[config.mk]
export PLATFORM = sky130hd
export DESIGN_NAME = csd_simd_mul
export DESIGN_NICKNAME = d
export VERILOG_FILES = /design/src/rtl/csd_simd_mul.sv
export SDC_FILE = /design/constraint.sdc
export NUM_CORES = 1
export LEC_CHECK = 0
export ABC_AREA = 1
export BUFFER_PORTS_ARGS = -buffer_cell sky130_fd_sc_hd__buf_2
export CORE_MARGIN = 5
export CORE_UTILIZATION = 55
export CTS_CLUSTER_SIZE = 30
export DETAILED_ROUTE_END_ITERATION = 10
export PLACE_DENSITY = 0.84
export SYNTH_ARGS = -nofsm -noshare
export SYNTH_HDL_FRONTEND = slang
export SYNTH_SLANG_ARGS = --single-unit
[constraint.sdc]
create_clock -name clk -period 27.5 [get_ports clk]
set_input_delay 2.75 -clock clk [delete_from_list [all_inputs] [get_ports clk]]
set_output_delay 2.75 -clock clk [all_outputs]
set_load 0.03 [all_outputs]
[src/rtl/csd_simd_mul.sv]
module csd_simd_mul #(
  parameter int DATA_W    = 48,
  parameter int MULT_W    = 16,
  parameter int MW_SEL_W  = 5,
  parameter int FMT_SEL_W = 3,
  parameter int NUM_FMT   = 5,
  parameter int LANE_W [NUM_FMT] = '{4, 6, 8, 12, 16},
  parameter int MAX_SHIFT = 3
) (
  input  logic                 clk,
  input  logic                 rst_n,
  input  logic                 start,
  input  logic [DATA_W-1:0]    mcand,
  input  logic [MULT_W-1:0]    mplier,
  input  logic [MW_SEL_W-1:0]  mplier_w,
  input  logic [FMT_SEL_W-1:0] fmt_sel,
  output logic [DATA_W-1:0]    product,
  output logic                 done
);

  localparam int DIG_W = MULT_W + 2;
  localparam int IDX_W = $clog2(MULT_W);
  localparam int S_W   = $clog2(MAX_SHIFT + 1);

  logic              busy_q, done_q;
  logic [DATA_W-1:0] acc_q, x_q, lsb_q, msb_q;
  logic [MULT_W-1:0] pos_q, neg_q;
  logic [IDX_W-1:0]  k_q, last_q;

  logic [DATA_W-1:0] lsb_tab [NUM_FMT];
  logic [DATA_W-1:0] msb_tab [NUM_FMT];

  for (genvar f = 0; f < NUM_FMT; f++) begin : g_fmt
    for (genvar b = 0; b < DATA_W; b++) begin : g_bit
      assign lsb_tab[f][b] = (b % LANE_W[f]) == 0;
      assign msb_tab[f][b] = ((b % LANE_W[f]) == LANE_W[f] - 1) || (b == DATA_W - 1);
    end
  end

  wire accept = start && !busy_q;

  // scalar capture and signed-digit recoding
  logic [DIG_W-1:0]  mv, tri3, flip;
  logic [MULT_W-1:0] pos_n, neg_n;
  logic [IDX_W-1:0]  last_n;
  int                fidx;

  always_comb begin
    int w;
    w = int'(mplier_w);
    if (w < 2) w = 2;
    if (w > MULT_W) w = MULT_W;
    last_n = IDX_W'(w - 1);
    for (int i = 0; i < DIG_W; i++) begin
      int j;
      j = (i < w) ? i : w - 1;
      mv[i] = mplier[j[IDX_W-1:0]];
    end
    tri3  = mv + (mv << 1);
    flip  = tri3 ^ mv;
    pos_n = MULT_W'((tri3 & flip) >> 1);
    neg_n = MULT_W'((mv & flip) >> 1);
    fidx  = (int'(fmt_sel) >= NUM_FMT) ? NUM_FMT - 1 : int'(fmt_sel);
  end

  // shift amount from zero-run lookahead
  wire [MULT_W+MAX_SHIFT-1:0] nz_ext = {{MAX_SHIFT{1'b0}}, pos_q | neg_q};
  logic [S_W-1:0] sh_amt;

  always_comb begin
    int   kk, rem;
    logic stop;
    kk     = int'(k_q);
    rem    = int'(last_q) - kk;
    stop   = 1'b0;
    sh_amt = '0;
    if (rem > 0) begin
      sh_amt = S_W'(1);
      for (int t = 1; t < MAX_SHIFT; t++) begin
        if (!stop && rem > t && !nz_ext[kk + t]) sh_amt = S_W'(t + 1);
        else stop = 1'b1;
      end
    end
  end

  // lane-partitioned add/subtract and arithmetic shift
  wire do_add = pos_q[k_q];
  wire do_sub = neg_q[k_q];
  wire [DATA_W-1:0] addend = do_sub ? ~x_q : (do_add ? x_q : '0);

  function automatic logic [DATA_W-1:0] asr1(input logic [DATA_W-1:0] v,
                                             input logic [DATA_W-1:0] m);
    asr1[DATA_W-1] = v[DATA_W-1];
    for (int b = 0; b < DATA_W - 1; b++) asr1[b] = m[b] ? v[b] : v[b+1];
  endfunction

  logic [DATA_W-1:0] sum, shifted;

  always_comb begin
    logic c;
    c = do_sub;
    for (int i = 0; i < DATA_W; i++) begin
      if (lsb_q[i]) c = do_sub;
      sum[i] = acc_q[i] ^ addend[i] ^ c;
      c = (acc_q[i] & addend[i]) | (c & (acc_q[i] ^ addend[i]));
    end
    shifted = sum;
    for (int g = 1; g <= MAX_SHIFT; g++)
      if (g <= int'(sh_amt)) shifted = asr1(shifted, msb_q);
  end

  always_ff @(posedge clk or negedge rst_n) begin
    if (!rst_n) begin
      busy_q <= 1'b0;
      done_q <= 1'b0;
      acc_q  <= '0;
      x_q    <= '0;
      lsb_q  <= '0;
      msb_q  <= '0;
      pos_q  <= '0;
      neg_q  <= '0;
      k_q    <= '0;
      last_q <= '0;
    end else begin
      done_q <= 1'b0;
      if (accept) begin
        busy_q <= 1'b1;
        acc_q  <= '0;
        x_q    <= mcand;
        lsb_q  <= lsb_tab[fidx];
        msb_q  <= msb_tab[fidx];
        pos_q  <= pos_n;
        neg_q  <= neg_n;
        k_q    <= '0;
        last_q <= last_n;
      end else if (busy_q) begin
        acc_q <= shifted;
        k_q   <= k_q + IDX_W'(sh_amt);
        if (sh_amt == '0) begin
          busy_q <= 1'b0;
          done_q <= 1'b1;
        end
      end
    end
  end

  assign product = acc_q;
  assign done    = done_q;

endmodule

==> impl_metrics.toml <==
[cells_and_area]
design.final.nets = 2139
stdcell_area_um2 = 13800
antennaDiodeCount = 0
area.growth.synth_to_final_pct = 9.74
final_layout_size_suffix_gt1_frac = 0.102

[place]
place_hpwl_um = 27500
post-place-ws_ns = 4.04
post_dp_cell_area_um2 = 13200
gp_congestion = 0.931
numPortBuffers = 123

[timing]
grt_setup_unrepaired = "no"
fin_worst_skew_ns = 0.0122
finalHoldViolations = 0
finalCriticalPeriod_ns = 23.66
achievable-frequency_mhz = 42.3
setup_ws_ns = 3.84
finalMaxSlewViolations = 0
finalCritPeriodShare = 0.860
total_neg_setup_slack_ns = 0
finalSetupViolCount = 0
transition_at_the_pin_with_the_smallest_max_transition_slack_ns = 1.18
hold-worst-slack_ns = 0.512
slew_headroom = 0.209

[cts]
clock_tree.htree_level_count = 4
cts_root_buf = "clkbuf_16"
cts_tree = "yes"
cts.reportedPaths.clkPinSlew_ns = 0.07
tritoncts.num_buffers = 17
cts_max_path_buffers = 2
hold_buffers = 0
clk-insertion-delay-late_ns = 0.44
clock_sinks = 144
post-cts-setup-buffer-count = 0
post_cts_resized = 0

[synth]
synthCells = 1928
netlist_area_um2 = 12600
synth_area_leaders = "dfrtp_1 29%, nand2_1 23%, fa_1 8.0%"
netlist_top_cells_count = "762 x nand2_1, 198 x nand3_1, 144 x dfrtp_1, 143 x inv_1, 133 x nor2_1"
synth_seq_cells = 144
postSynthNetCount = 2076
post_synth_top_area_share = 0.286
synth.yosys.warnings = 0
asyncSetResetFlopFracSynth = 1.00
post-synth-top-count-cell = "nand2_1"
netlist_cell_types = 45
sequential_share_of_the_synthesized_area = 0.286
yosys_most_used_dff = "dfrtp_1"
syn_avg_cell_area_um2 = 6.52
yosys.area.top_type = "dfrtp_1"
synth-edff-count = 0

[die]
fp.dieArea_um2 = 26000
site_rows = 55
die_width_um = 161
design.core.area_um2 = 22600
start_util = 0.557
top_level_ports = 124
floorplan.die.height_um = 161

[worst_setup_path]
critical_path_arrival_ns = 23.98
critical_path_buf_inv_count = 4
setup.worst_path.start_class = "flip-flop"
cpPeakStageDelay_ns = 0.80
cp_data_required_time_ns = 27.82
end_kind = "flip-flop"
criticalPathCategory = "reg2reg"
critPathMostFrequentCell = "fa_1"
worst-path-max-fanout = 47
rrSetupSlack_ns = 3.84
path_delay_family = "adder cells"
crit_slowest_cell = "dfrtp_1"

[drt]
wl_per_cell_um = 17.0
vias_per_cell = 5.83
vias = 13352
drt_pass1_iterations = 6
drt.antenna.violating_nets = 0
drc = 0
detail_route.wirelength_um = 39000
drt-initial-drc-count = 1625

[grt]
grt-ovfl-total = 0
antenna_violations_before_repair = 0
grt_pass1_wl_um = 63300
overall_global_routing_usage = 0.297
largest_net_degree_at_the_start_of_global_routing = 96
first_global_vias = 12212

[job]
maxCapViolations = 0

[hold_path]
path_type_of_the_worst_min_delay_path = "reg2reg"

[status]
run_status = "completed"
## worst reg2reg max path, delay by kind of cell (launching register included)
kind / cells / cell delay [ns]
buf+inv: 4 / 0.96
simple gates: 38 / 2.96
flops: 1 / 0.80
compound gates: 5 / 0.66
fa+ha+maj: 47 / 17.91
xor+xnor: 1 / 0.23
## routing by layer
layer,track usage,routed length [um],up-vias
li1,-,-,6384
met1,0.442,17300,6095
met2,0.430,16200,772
met3,0.0786,4550,99
met4,0.0756,935,2
met5,0.0152,47,-
## cell usage in the layout (no fill, tap or decap), types with 4 or more instances in the layout
cell,synthesis,final
nand2_1,762,761
nand3_1,198,198
dfrtp_1,144,144
inv_1,143,142
nor2_1,133,132
buf_2,26,122
o21ai_0,102,102
a21oi_1,82,82
fa_1,50,50
o211ai_1,39,39
nand4_1,36,36
o21ai_1,24,24
ha_1,23,23
clkbuf_16,0,17
and2_1,15,15
xor2_1,10,10
buf_4,7,10
inv_2,8,9
o22ai_1,9,9
nand3b_1,8,8
nand2_2,6,7
nor2_4,4,5
xnor2_1,5,5
or2_2,4,4
## flip-flops by register name (all words and copies together) (netlist names)
name / flops
x_q: 48
pos_q: 16
busy_q: 1
k_q: 4
lsb_q: 6
last_q: 4
done: 1
product: 48
neg_q: 16
## stage by stage
step	util	std cells
5_1_grt	0.612	2289
3_5_place_dp	0.584	2257
4_1_cts	0.612	2289
3_3_place_gp	0.584	2257
2_1_floorplan	-	1928
6_report	0.612	2289
## final timing paths
| path | from | endpoint | cells after the start |
|---|---|---|---|
| max in group asynchronous | rst_n | lsb_q[24]$_DFFE_PN0P_ | 2 |
| max reg2reg | k_q[1]$_DFFE_PN0P_ | product[46]$_DFFE_PN0P_ | 95 |
| min in group asynchronous | rst_n | pos_q[1]$_DFFE_PN0P_ | 1 |
| min reg2reg | x_q[32]$_DFFE_PN0P_ | x_q[32]$_DFFE_PN0P_ | 2 |
| max | k_q[1]$_DFFE_PN0P_ | product[46]$_DFFE_PN0P_ | 95 |
| min | x_q[32]$_DFFE_PN0P_ | x_q[32]$_DFFE_PN0P_ | 2 |
## cell type report
cell class                      count  area, um2
Clock inverter                     11        153
Inverter                          155        584
Clock buffer                       21        470
Sequential cell                   144       3600
Multi-Input combinational cell   1540       7940
Timing Repair Buffer              133        697
Fill cell                        2076       8770
Tap cell                          285        357
## cell families (layout without fill, tap and decap cells)
logic type / after synthesis / in the layout / share of synthesized area
buffers and inverters: 244 / 320 / 0.0832
DFF: 144 / 144 / 0.286
adders and majority gates: 73 / 73 / 0.102
and+or+nand+nor: 1178 / 1178 / 0.393
AOI/OAI and AO/OA: 273 / 273 / 0.122
xor gates and xnor gates: 16 / 16 / 0.0126
Power is not shown: default switching activity piles up to over one toggle a cycle in this logic, so the estimate is an artifact.
